<file path="src/rtl/wtsnp_pkg.sv">
package wtsnp_pkg;
  typedef enum logic [1:0] {
    ST_IDLE = 2'd0,
    ST_REQ  = 2'd1,
    ST_XFER = 2'd2
  } ctl_state_t;
endpackage

</file>
<file path="src/rtl/wtsnp_store.sv">
module wtsnp_store #(
  parameter int LINES  = 8,
  parameter int TAG_W  = 9,
  parameter int DATA_W = 32,
  localparam int IDX_W = $clog2(LINES)
) (
  input  logic              clk,
  input  logic              rst_n,
  input  logic [IDX_W-1:0]  a_idx,
  output logic              a_valid,
  output logic [TAG_W-1:0]  a_tag,
  output logic [DATA_W-1:0] a_data,
  input  logic [IDX_W-1:0]  b_idx,
  output logic              b_valid,
  output logic [TAG_W-1:0]  b_tag,
  input  logic              fill_en,
  input  logic [IDX_W-1:0]  fill_idx,
  input  logic [TAG_W-1:0]  fill_tag,
  input  logic [DATA_W-1:0] fill_data,
  input  logic              upd_en,
  input  logic [IDX_W-1:0]  upd_idx,
  input  logic [DATA_W-1:0] upd_data,
  input  logic              inv_en,
  input  logic [IDX_W-1:0]  inv_idx
);
  logic [LINES-1:0]  vld;
  logic [TAG_W-1:0]  tag_q  [LINES];
  logic [DATA_W-1:0] data_q [LINES];

  for (genvar i = 0; i < LINES; i++) begin : g_line
    // snoop clear outranks a fill on the same line
    always_ff @(posedge clk) begin
      if (!rst_n) vld[i] <= 1'b0;
      else if (inv_en && inv_idx == IDX_W'(i)) vld[i] <= 1'b0;
      else if (fill_en && fill_idx == IDX_W'(i)) vld[i] <= 1'b1;
    end

    always_ff @(posedge clk) begin
      if (!rst_n) begin
        tag_q[i]  <= '0;
        data_q[i] <= '0;
      end else if (fill_en && fill_idx == IDX_W'(i)) begin
        tag_q[i]  <= fill_tag;
        data_q[i] <= fill_data;
      end else if (upd_en && upd_idx == IDX_W'(i)) begin
        data_q[i] <= upd_data;
      end
    end
  end

  assign a_valid = vld[a_idx];
  assign a_tag   = tag_q[a_idx];
  assign a_data  = data_q[a_idx];
  assign b_valid = vld[b_idx];
  assign b_tag   = tag_q[b_idx];

  assert_snoop_clears_R6: assert property (@(posedge clk) disable iff (!rst_n)
    inv_en |=> !vld[$past(inv_idx)]);

  assert_fill_sets_R2: assert property (@(posedge clk) disable iff (!rst_n)
    (fill_en && !(inv_en && inv_idx == fill_idx)) |=> vld[$past(fill_idx)]);
endmodule

</file>
<file path="src/rtl/wtsnp_snoop.sv">
module wtsnp_snoop #(
  parameter int ADDR_W = 12,
  parameter int LINES  = 8,
  parameter int ID_W   = 2,
  parameter int MY_ID  = 0,
  localparam int IDX_W = $clog2(LINES),
  localparam int TAG_W = ADDR_W - IDX_W
) (
  input  logic              snp_valid,
  input  logic              snp_we,
  input  logic [ID_W-1:0]   snp_src,
  input  logic [ADDR_W-1:0] snp_addr,
  output logic [IDX_W-1:0]  b_idx,
  input  logic              b_valid,
  input  logic [TAG_W-1:0]  b_tag,
  output logic              inv_en,
  output logic [IDX_W-1:0]  inv_idx
);
  logic foreign_wr;

  assign b_idx      = snp_addr[IDX_W-1:0];
  assign foreign_wr = snp_valid && snp_we && (snp_src != ID_W'(MY_ID));
  assign inv_en     = foreign_wr && b_valid && (b_tag == snp_addr[ADDR_W-1:IDX_W]);
  assign inv_idx    = b_idx;
endmodule

</file>
<file path="src/rtl/wtsnp_fsm.sv">
module wtsnp_fsm
  import wtsnp_pkg::*;
#(
  parameter int ADDR_W = 12,
  parameter int DATA_W = 32,
  parameter int LINES  = 8,
  localparam int IDX_W = $clog2(LINES),
  localparam int TAG_W = ADDR_W - IDX_W
) (
  input  logic              clk,
  input  logic              rst_n,
  input  logic              cpu_valid,
  input  logic              cpu_we,
  input  logic [ADDR_W-1:0] cpu_addr,
  input  logic [DATA_W-1:0] cpu_wdata,
  output logic              cpu_ready,
  output logic [DATA_W-1:0] cpu_rdata,
  output logic              bus_req,
  input  logic              bus_gnt,
  output logic              bus_we,
  output logic [ADDR_W-1:0] bus_addr,
  output logic [DATA_W-1:0] bus_wdata,
  input  logic              bus_done,
  input  logic [DATA_W-1:0] bus_rdata,
  output logic [IDX_W-1:0]  a_idx,
  input  logic              a_valid,
  input  logic [TAG_W-1:0]  a_tag,
  input  logic [DATA_W-1:0] a_data,
  input  logic              inv_en,
  input  logic [IDX_W-1:0]  inv_idx,
  output logic              fill_en,
  output logic [IDX_W-1:0]  fill_idx,
  output logic [TAG_W-1:0]  fill_tag,
  output logic [DATA_W-1:0] fill_data,
  output logic              upd_en,
  output logic [IDX_W-1:0]  upd_idx,
  output logic [DATA_W-1:0] upd_data
);
  ctl_state_t        st, st_nx;
  logic              r_we;
  logic [ADDR_W-1:0] r_addr;
  logic [DATA_W-1:0] r_wdata;
  logic [ADDR_W-1:0] cur_addr;
  logic              hit_now;
  logic              capture;

  always_comb begin
    cur_addr = (st == ST_IDLE) ? cpu_addr : r_addr;
    a_idx    = cur_addr[IDX_W-1:0];
    // a snoop clearing this line in the same cycle turns the hit into a miss
    hit_now  = a_valid && (a_tag == cur_addr[ADDR_W-1:IDX_W])
               && !(inv_en && inv_idx == a_idx);

    st_nx     = st;
    capture   = 1'b0;
    cpu_ready = 1'b0;
    cpu_rdata = a_data;
    fill_en   = 1'b0;
    upd_en    = 1'b0;
    fill_idx  = r_addr[IDX_W-1:0];
    fill_tag  = r_addr[ADDR_W-1:IDX_W];
    fill_data = bus_rdata;
    upd_idx   = r_addr[IDX_W-1:0];
    upd_data  = r_wdata;

    case (st)
      ST_IDLE: begin
        if (cpu_valid) begin
          if (!cpu_we && hit_now) begin
            cpu_ready = 1'b1;
          end else begin
            capture = 1'b1;
            st_nx   = ST_REQ;
          end
        end
      end
      ST_REQ: begin
        if (bus_gnt) st_nx = ST_XFER;
      end
      ST_XFER: begin
        if (bus_done) begin
          cpu_ready = 1'b1;
          cpu_rdata = bus_rdata;
          if (!r_we) fill_en = 1'b1;
          else if (hit_now) upd_en = 1'b1;
          st_nx = ST_IDLE;
        end
      end
      default: st_nx = ST_IDLE;
    endcase
  end

  always_ff @(posedge clk) begin
    if (!rst_n) begin
      st      <= ST_IDLE;
      r_we    <= 1'b0;
      r_addr  <= '0;
      r_wdata <= '0;
    end else begin
      st <= st_nx;
      if (capture) begin
        r_we    <= cpu_we;
        r_addr  <= cpu_addr;
        r_wdata <= cpu_wdata;
      end
    end
  end

  assign bus_req   = (st == ST_REQ);
  assign bus_we    = r_we;
  assign bus_addr  = r_addr;
  assign bus_wdata = r_wdata;

  assert_req_held_R9: assert property (@(posedge clk) disable iff (!rst_n)
    (bus_req && !bus_gnt) |=> bus_req);

  assert_req_drops_R9: assert property (@(posedge clk) disable iff (!rst_n)
    bus_gnt |=> !bus_req);

  assert_bus_stable_R9: assert property (@(posedge clk) disable iff (!rst_n)
    (bus_req && $past(bus_req)) |-> ($stable(bus_addr) && $stable(bus_we)));

  assert_write_on_bus_R4: assert property (@(posedge clk) disable iff (!rst_n)
    (cpu_ready && cpu_we) |-> bus_done);

  assert_ready_needs_valid_R10: assert property (@(posedge clk) disable iff (!rst_n)
    cpu_ready |-> cpu_valid);
endmodule

</file>
<file path="src/rtl/wtsnp_ctrl.sv">
module wtsnp_ctrl #(
  parameter int ADDR_W = 12,
  parameter int DATA_W = 32,
  parameter int LINES  = 8,
  parameter int ID_W   = 2,
  parameter int MY_ID  = 0,
  localparam int IDX_W = $clog2(LINES),
  localparam int TAG_W = ADDR_W - IDX_W
) (
  input  logic              clk,
  input  logic              rst_n,
  input  logic              cpu_valid,
  input  logic              cpu_we,
  input  logic [ADDR_W-1:0] cpu_addr,
  input  logic [DATA_W-1:0] cpu_wdata,
  output logic              cpu_ready,
  output logic [DATA_W-1:0] cpu_rdata,
  output logic              bus_req,
  input  logic              bus_gnt,
  output logic              bus_we,
  output logic [ADDR_W-1:0] bus_addr,
  output logic [DATA_W-1:0] bus_wdata,
  input  logic              bus_done,
  input  logic [DATA_W-1:0] bus_rdata,
  input  logic              snp_valid,
  input  logic              snp_we,
  input  logic [ID_W-1:0]   snp_src,
  input  logic [ADDR_W-1:0] snp_addr
);
  logic [IDX_W-1:0]  a_idx, b_idx, inv_idx, fill_idx, upd_idx;
  logic              a_valid, b_valid, inv_en, fill_en, upd_en;
  logic [TAG_W-1:0]  a_tag, b_tag, fill_tag;
  logic [DATA_W-1:0] a_data, fill_data, upd_data;

  wtsnp_store #(.LINES(LINES), .TAG_W(TAG_W), .DATA_W(DATA_W)) u_store (
    .clk(clk), .rst_n(rst_n),
    .a_idx(a_idx), .a_valid(a_valid), .a_tag(a_tag), .a_data(a_data),
    .b_idx(b_idx), .b_valid(b_valid), .b_tag(b_tag),
    .fill_en(fill_en), .fill_idx(fill_idx), .fill_tag(fill_tag), .fill_data(fill_data),
    .upd_en(upd_en), .upd_idx(upd_idx), .upd_data(upd_data),
    .inv_en(inv_en), .inv_idx(inv_idx)
  );

  wtsnp_snoop #(.ADDR_W(ADDR_W), .LINES(LINES), .ID_W(ID_W), .MY_ID(MY_ID)) u_snoop (
    .snp_valid(snp_valid), .snp_we(snp_we), .snp_src(snp_src), .snp_addr(snp_addr),
    .b_idx(b_idx), .b_valid(b_valid), .b_tag(b_tag),
    .inv_en(inv_en), .inv_idx(inv_idx)
  );

  wtsnp_fsm #(.ADDR_W(ADDR_W), .DATA_W(DATA_W), .LINES(LINES)) u_fsm (
    .clk(clk), .rst_n(rst_n),
    .cpu_valid(cpu_valid), .cpu_we(cpu_we), .cpu_addr(cpu_addr), .cpu_wdata(cpu_wdata),
    .cpu_ready(cpu_ready), .cpu_rdata(cpu_rdata),
    .bus_req(bus_req), .bus_gnt(bus_gnt), .bus_we(bus_we), .bus_addr(bus_addr),
    .bus_wdata(bus_wdata), .bus_done(bus_done), .bus_rdata(bus_rdata),
    .a_idx(a_idx), .a_valid(a_valid), .a_tag(a_tag), .a_data(a_data),
    .inv_en(inv_en), .inv_idx(inv_idx),
    .fill_en(fill_en), .fill_idx(fill_idx), .fill_tag(fill_tag), .fill_data(fill_data),
    .upd_en(upd_en), .upd_idx(upd_idx), .upd_data(upd_data)
  );

  assert_self_snoop_R7: assert property (@(posedge clk) disable iff (!rst_n)
    (snp_valid && snp_src == ID_W'(MY_ID)) |-> !inv_en);
endmodule

</file>
<file path="config.mk">
export PLATFORM = sky130hd
export DESIGN_NAME = wtsnp_ctrl
export DESIGN_NICKNAME = d
export VERILOG_FILES = /design/src/rtl/wtsnp_pkg.sv /design/src/rtl/wtsnp_store.sv /design/src/rtl/wtsnp_snoop.sv /design/src/rtl/wtsnp_fsm.sv /design/src/rtl/wtsnp_ctrl.sv
export SDC_FILE = /design/constraint.sdc
export NUM_CORES = 1
export LEC_CHECK = 0
export ABC_CLOCK_PERIOD_IN_PS = 4800
export BUFFER_PORTS_ARGS = -buffer_cell sky130_fd_sc_hd__buf_4
export CORE_ASPECT_RATIO = 0.9
export CORE_MARGIN = 2
export CORE_UTILIZATION = 50
export CTS_BUF_LIST = sky130_fd_sc_hd__clkbuf_8
export CTS_CLUSTER_DIAMETER = 100
export DETAILED_ROUTE_END_ITERATION = 7
export PLACE_DENSITY = 0.73
export SETUP_SLACK_MARGIN = 0.2
export SYNTH_ARGS = -nofsm -noshare
export SYNTH_HDL_FRONTEND = slang
export SYNTH_SLANG_ARGS = --single-unit
</file>
<file path="constraint.sdc">
create_clock -name clk -period 4.8 [get_ports clk]
set_input_delay 1.2 -clock clk [delete_from_list [all_inputs] [get_ports clk]]
set_output_delay 1.2 -clock clk [all_outputs]
set_load 0.01 [all_outputs]
</file>
==> impl_metrics.toml, run 1 <==
[power]
leakage_nw = 8.64
p_per_area_mw_per_mm2 = 326
peakVddDrop_v = 0.000204

[critical_path]
crit_arrival_ns = 3.66
cp-end-kind = "primary output"
critPathRequiredTime_ns = 3.60
startpoint_type = "input pin"
ff2ff_setup_slack_ns = 1.07
critPathSlowestCell = "a2111oi_4"
cp_cell_sequence = "buf_4 > or3b_4 > nand2_2 > a211oi_2 > nor4_2 > o211ai_1 > a2111oi_4 > a21boi_4 > nand3_2 > o21ai_2 > buf_4"
worst_path_largest_cell_delay_ns = 0.44
cp_common_cell = "buf_4"
crit_fanout = 6
criticalPathCategory = "in2out"

[global_routing]
antenna_found_initial = 2
grt_max_degree = 82
met3_usage_pct = 6.31
grt_pass1_vias = 15400
busiest_layer = "met2"
grt_pass1_wl_um = 91200
track_usage_pct = 28.9
use_met2_pct = 47.4
grt_overflow = 0
use_met1_pct = 37.6

[yosys]
syn_area_sq_mm = 0.0200
ys.flop_type = "edfxtp_1"
avgSynthCellArea_sq_um = 11.2
synthCells = 1779
synth-edff-count = 328
ys_ff_latch = 383
ys_types = 60
syn_nets = 1877
async_reset_ff_share_pct = 0
yosysWarnings = 0
synth_seq_area_share_pct = 54.9

[route]
ant_nets = 0
detail_route.first_pass.iterations = 5
vias = 15300
viasPerCell = 6.02
first_iter_violations = 1802
drt_wl_total_um = 60400
drcViolationCount = 0
routedWlPerCell_um = 23.8

[timing]
drv_slew = 0
hold_viol = 0
slew_headroom_pct = 42.9
period_needed_ns = 4.86
fmax_ghz = 0.206
worst_slack_ns = -0.0626
setup_viol = 1
fin_crit_sh_pct = 101
rsz0062_at_grt = "yes"
clock_skew_ns = 0.0234
tightestPinTransition_ns = 0.855

[status]
status = "finished, violations left"
violations = "negative setup slack"

[final_layout]
final_common_cell = "nand2_1"
nets = 2058
fin_cells = 2539
fillers = 3195
layout-drive-gt1-share_pct = 25.1
final_cell_mix = "nand2_1, edfxtp_1, buf_4"
area_growth_pct = 17.3

[die]
die_w_um = 215
die_area_sq_mm = 0.0415
die_h_um = 194
io_pins = 177
start_util_pct = 50.6
coreArea_sq_mm = 0.0395
placementRows = 69

[job]
maxCapViolCount = 0

[placed_design]
hpwl_um = 37800
place.gp.congestion = 0.943
place_ws_ns = -0.0711
post-place-cells = 2426
port_buffers = 176

[clocking]
root_buffer = "clkbuf_8"
clk_path_buf_depth = 3
htree_levels = 2
clock_sinks = 383
cts_buffers = 60
clk_pin_slew_worst_paths_ns = 0.06
postCtsHoldBufs = 0
cts_tree = "yes"
clkLatencyLatePin_ns = 0.67

[hold_path]
hp-class = "reg2reg"
## metal layers
metal | part of all wire (%) | up-vias
met1 | 38 | 7360
met2 | 48 | 949
li1 | - | 6823
met5 | 0.017 | -
met4 | 3.3 | 2
met3 | 11 | 155
## state kept, by name, indices dropped and copies added (netlist names)
register,cells
u_fsm.st,2
u_store.data_q,256
u_store.vld,8
u_fsm.bus_addr,12
u_fsm.bus_we,1
u_store.tag_q,72
u_fsm.bus_wdata,32
## kinds of logic (layout without fill, tap and decap cells)
| family | Yosys count | in the layout | share of synthesized area, % |
|---|---|---|---|
| mux | 193 | 193 | 14.3 |
| xor+xnor | 18 | 18 | 0.790 |
| flops | 383 | 383 | 54.9 |
| simple gates | 592 | 593 | 13.7 |
| other cells | 0 | 1 | 0 |
| buf+inv | 193 | 419 | 5.06 |
| compound gates | 400 | 400 | 11.2 |
## worst max-delay path: cells and delay by family
| family | cells | cell delay, ns |
|---|---|---|
| compound gates | 5 | 1.17 |
| simple gates | 4 | 1.07 |
| buf+inv | 2 | 0.23 |
## power breakdown
group | leakage [nW] | switching [mW] | internal (mW) | total, mW
Combinational | 4.12 | 0.660 | 0.534 | 1.19
Sequential | 3.85 | 0.0842 | 3.73 | 3.81
Clock | 0.669 | 1.30 | 1.32 | 2.63
## stage by stage
stage | area, sq um | total power, mW | util [%] | setup TNS, ns | hold WS [ns]
final | 23400 | 7.63 | 59.3 | -0.0626 | 0.478
after global routing | 23400 | 7.89 | 59.3 | -0.155 | 0.498
after CTS | 23300 | 7.65 | 59.2 | 0 | 0.479
after detailed placement | 22100 | 5.04 | 56.1 | -0.138 | 0.471
after global placement | 22100 | 5.02 | 56.1 | -0.0323 | 0.460
after floorplan | 20000 | 4.55 | - | 0 | 0.491
## cells in the mapped netlist, drive strengths merged, types with 10 or more instances
| cell | number | area, sq um |
|---|---|---|
| nand3 | 16 | 180 |
| a211oi | 15 | 113 |
| clkbuf | 72 | 270 |
| and3 | 17 | 106 |
| inv | 36 | 135 |
| a21oi | 65 | 329 |
| edfxtp | 328 | 9850 |
| buf | 85 | 604 |
| dfxtp | 55 | 1100 |
| mux4 | 73 | 1640 |
| nand2b | 14 | 87.6 |
| xnor2 | 16 | 140 |
| nor2 | 61 | 239 |
| o21ai | 280 | 1480 |
| and2 | 68 | 425 |
| a22oi | 13 | 97.6 |
| nor3 | 10 | 50.1 |
| nand2 | 372 | 1400 |
| mux2i | 114 | 1140 |
## layout make-up
cell class | instances | area (sq um) | share of cell area (%)
diodes | 1 | 2.50 | 0.0107
clock buffers | 67 | 922 | 3.94
clock inverters | 41 | 194 | 0.829
inverters | 36 | 135 | 0.577
multi-input cells | 1204 | 8230 | 35.2
flip-flops and latches | 383 | 11000 | 46.8
well taps | 532 | 666 | 2.84
repair buffers | 275 | 2300 | 9.81
## path summary, 6_finish.rpt
check | from | end | cells past startpoint
max | cpu_addr[0] | cpu_ready | 11
min reg2reg | u_fsm.bus_wdata[18] | u_fsm.bus_wdata[18] | 2
min | u_fsm.bus_wdata[18] | u_fsm.bus_wdata[18] | 2
max reg2reg | u_fsm.st[1] | u_store.data_q[3][31] | 11
## timing repair
action / in CTS / in global routing
gates cloned: 1 / 0
endpoints found under the setup margin: 33 / 21
gates resized for setup: 12 / 9
buffers inserted: 3 / 0
pin swaps: 2 / 1
No activity file was read; power rests on OpenSTA's default activity.
==> inputs of run 2 (changes only) <==
REMOVE_ABC_BUFFERS = 1   (was not set)
==> run 2 against run 1 <==
  * The run still ends with negative setup slack left
  * Final cell count up 0.79%
  * Cell area rose by 2.3%
  * Setup slack improved by 0.046 ns
  * Utilization increased by 1.4 points
  * Critical path type is now reg2out
==> impl_metrics.toml, run 2 (synthesis results as in run 1) <==
[timing]
setup_tns_ns = -0.0166
drv_slew = 0
hold_viol = 0
fin_crit_sh_pct = 100
setup_viol = 1
fmax_ghz = 0.208
worst_slack_ns = -0.0166
fin_worst_hold_slack_ns = 0.475
clock_skew_ns = 0.0630
rsz0062_at_grt = "yes"
slew_headroom_pct = 40.7
period_needed_ns = 4.82
tightestPinTransition_ns = 0.865

[global_routing]
grt_max_degree = 67
grt_overflow = 0
grt_pass1_vias = 15300
antenna_found_initial = 2
grt_pass1_wl_um = 91400
track_usage_pct = 28.9

[die]
die_h_um = 194
die_area_sq_mm = 0.0415
die_w_um = 215
coreArea_sq_mm = 0.0395
placementRows = 69
start_util_pct = 50.6
io_pins = 177

[final_layout]
multi_input_area_sq_mm = 0.00827
nets = 2073
final_cell_mix = "nand2_1, edfxtp_1, buf_4"
regMostFlops = "u_store.data_q"
largest_reg_flops = 256
layout-drive-gt1-share_pct = 26.3
area_growth_pct = 20.0
fillers = 3096
final_common_cell = "nand2_1"
seqCellArea_sq_mm = 0.0110

[clocking]
clk_path_buf_depth = 3
postCtsHoldBufs = 0
root_buffer = "clkbuf_8"
clock_sinks = 383
clk_pin_slew_worst_paths_ns = 0.06
cts_tree = "yes"
clkLatencyLatePin_ns = 0.69
cts_buffers = 60
htree_levels = 2

[critical_path]
cp_cell_sequence = "nor2_4 > buf_4 > mux2i_1 > a2111oi_4 > buf_4 > xnor2_2 > a2111oi_2 > a21boi_2 > nand3_1 > o21ai_2 > buf_4"
cp-end-kind = "primary output"
ff2ff_setup_slack_ns = 0.90
criticalPathCategory = "reg2out"
worst_path_largest_cell_delay_ns = 0.72
r2r_cells = 13
critPathRequiredTime_ns = 3.60
crit_arrival_ns = 3.62
cp_top_family = "compound AO/OA/AOI/OAI gates"
startpoint_type = "flip-flop"
path_buf_inv = 3
crit_fanout = 8
cp_common_cell = "buf_4"
critPathSlowestCell = "mux2i_1"
path_depth = 11

[route]
routedWlPerCell_um = 24.0
drcViolationCount = 0
drt_wl_total_um = 61500
first_iter_violations = 2079
detail_route.first_pass.iterations = 6
vias = 15500
viasPerCell = 6.07
ant_nets = 0

[power]
leakage_nw = 8.89
p_per_area_mw_per_mm2 = 328
peakVddDrop_v = 0.000196

[job]
maxCapViolCount = 0

[status]
violations = "negative setup slack"
status = "finished, violations left"

[placed_design]
hpwl_um = 37400
port_buffers = 176
place.gp.congestion = 1.03

[hold_path]
hp-class = "reg2reg"
holdPathStages = 2
==> run 2: changes by cell type in the layout (fill, tap and decap cells not counted), moves of 3 or more <==
cell	previous run	this run
a211oi_2	5	2
a21oi_2	1	4
clkbuf_8	67	71
clkinv_2	5	8
buf_4	253	246
mux2i_2	0	5
buf_12	17	29
a21oi_1	64	61
mux2i_1	112	107
buf_16	0	5
==> run 2: final cells by class <==
class | instances | share of cell area (%)
Antenna cell | 1 | 0.0105
Clock buffer | 71 | 4.08
Clock inverter | 42 | 0.915
Inverter | 36 | 0.564
Multi-Input combinational cell | 1203 | 34.5
Sequential cell | 383 | 45.8
Tap cell | 532 | 2.78
Timing Repair Buffer | 291 | 11.4
==> run 2: what timing repair did <==
item                                    CTS  global route
buffers inserted                          4             7
gates resized for setup                  27            30
cloned                                    3             3
pin swaps                                 9            12
endpoints found under the setup margin   33            22
endpoints found under the hold margin     0             0
==> run 2: worst paths after layout <==
check / end / startpoint
max: cpu_ready / u_fsm.st[1]
min: u_fsm.bus_wdata[8] / u_fsm.bus_wdata[8]
max reg2reg: u_store.data_q[7][25] / u_fsm.st[1]
min reg2reg: u_fsm.bus_wdata[8] / u_fsm.bus_wdata[8]
==> run 2: power breakdown <==
group / internal [mW] / leakage, nW / switching (mW)
Combinational: 0.609 / 4.33 / 0.682
Clock: 1.41 / 0.706 / 1.34
Sequential: 3.73 / 3.85 / 0.0902
==> run 2: metrics by stage <==
step	cell area (sq um)	instances	worst slack (ns)	power [mW]	util, %
4_1_cts	23700	2548	0.0438	7.82	60.1
2_1_floorplan	19100	1622	-5.32	4.50	-
5_1_grt	23900	2558	-0.106	8.09	60.7
6_report	23900	2559	-0.0166	7.85	60.7
3_3_place_gp	22300	2428	-0.148	5.04	56.5
3_5_place_dp	22300	2428	-0.245	5.06	56.5
==> run 2: per-layer routing <==
metal | global-route usage [%] | share of wire [%]
met1 | 38.4 | 38
met2 | 47.4 | 48
met3 | 5.20 | 11
met4 | 11.6 | 3.2
met5 | 0 | 0.026
==> run 2: worst register-to-register path, stage by stage, from the launching register on <==
cell	delay, ns
dfxtp_1	0.44
nor2_4	0.26
buf_4	0.15
mux2i_1	0.72
a2111oi_4	0.18
buf_4	0.18
xnor2_2	0.13
a2111oi_2	0.31
a21boi_2	0.23
buf_4	0.13
buf_4	0.26
nand3_4	0.16
nand2b_2	0.22
buf_12	0.22
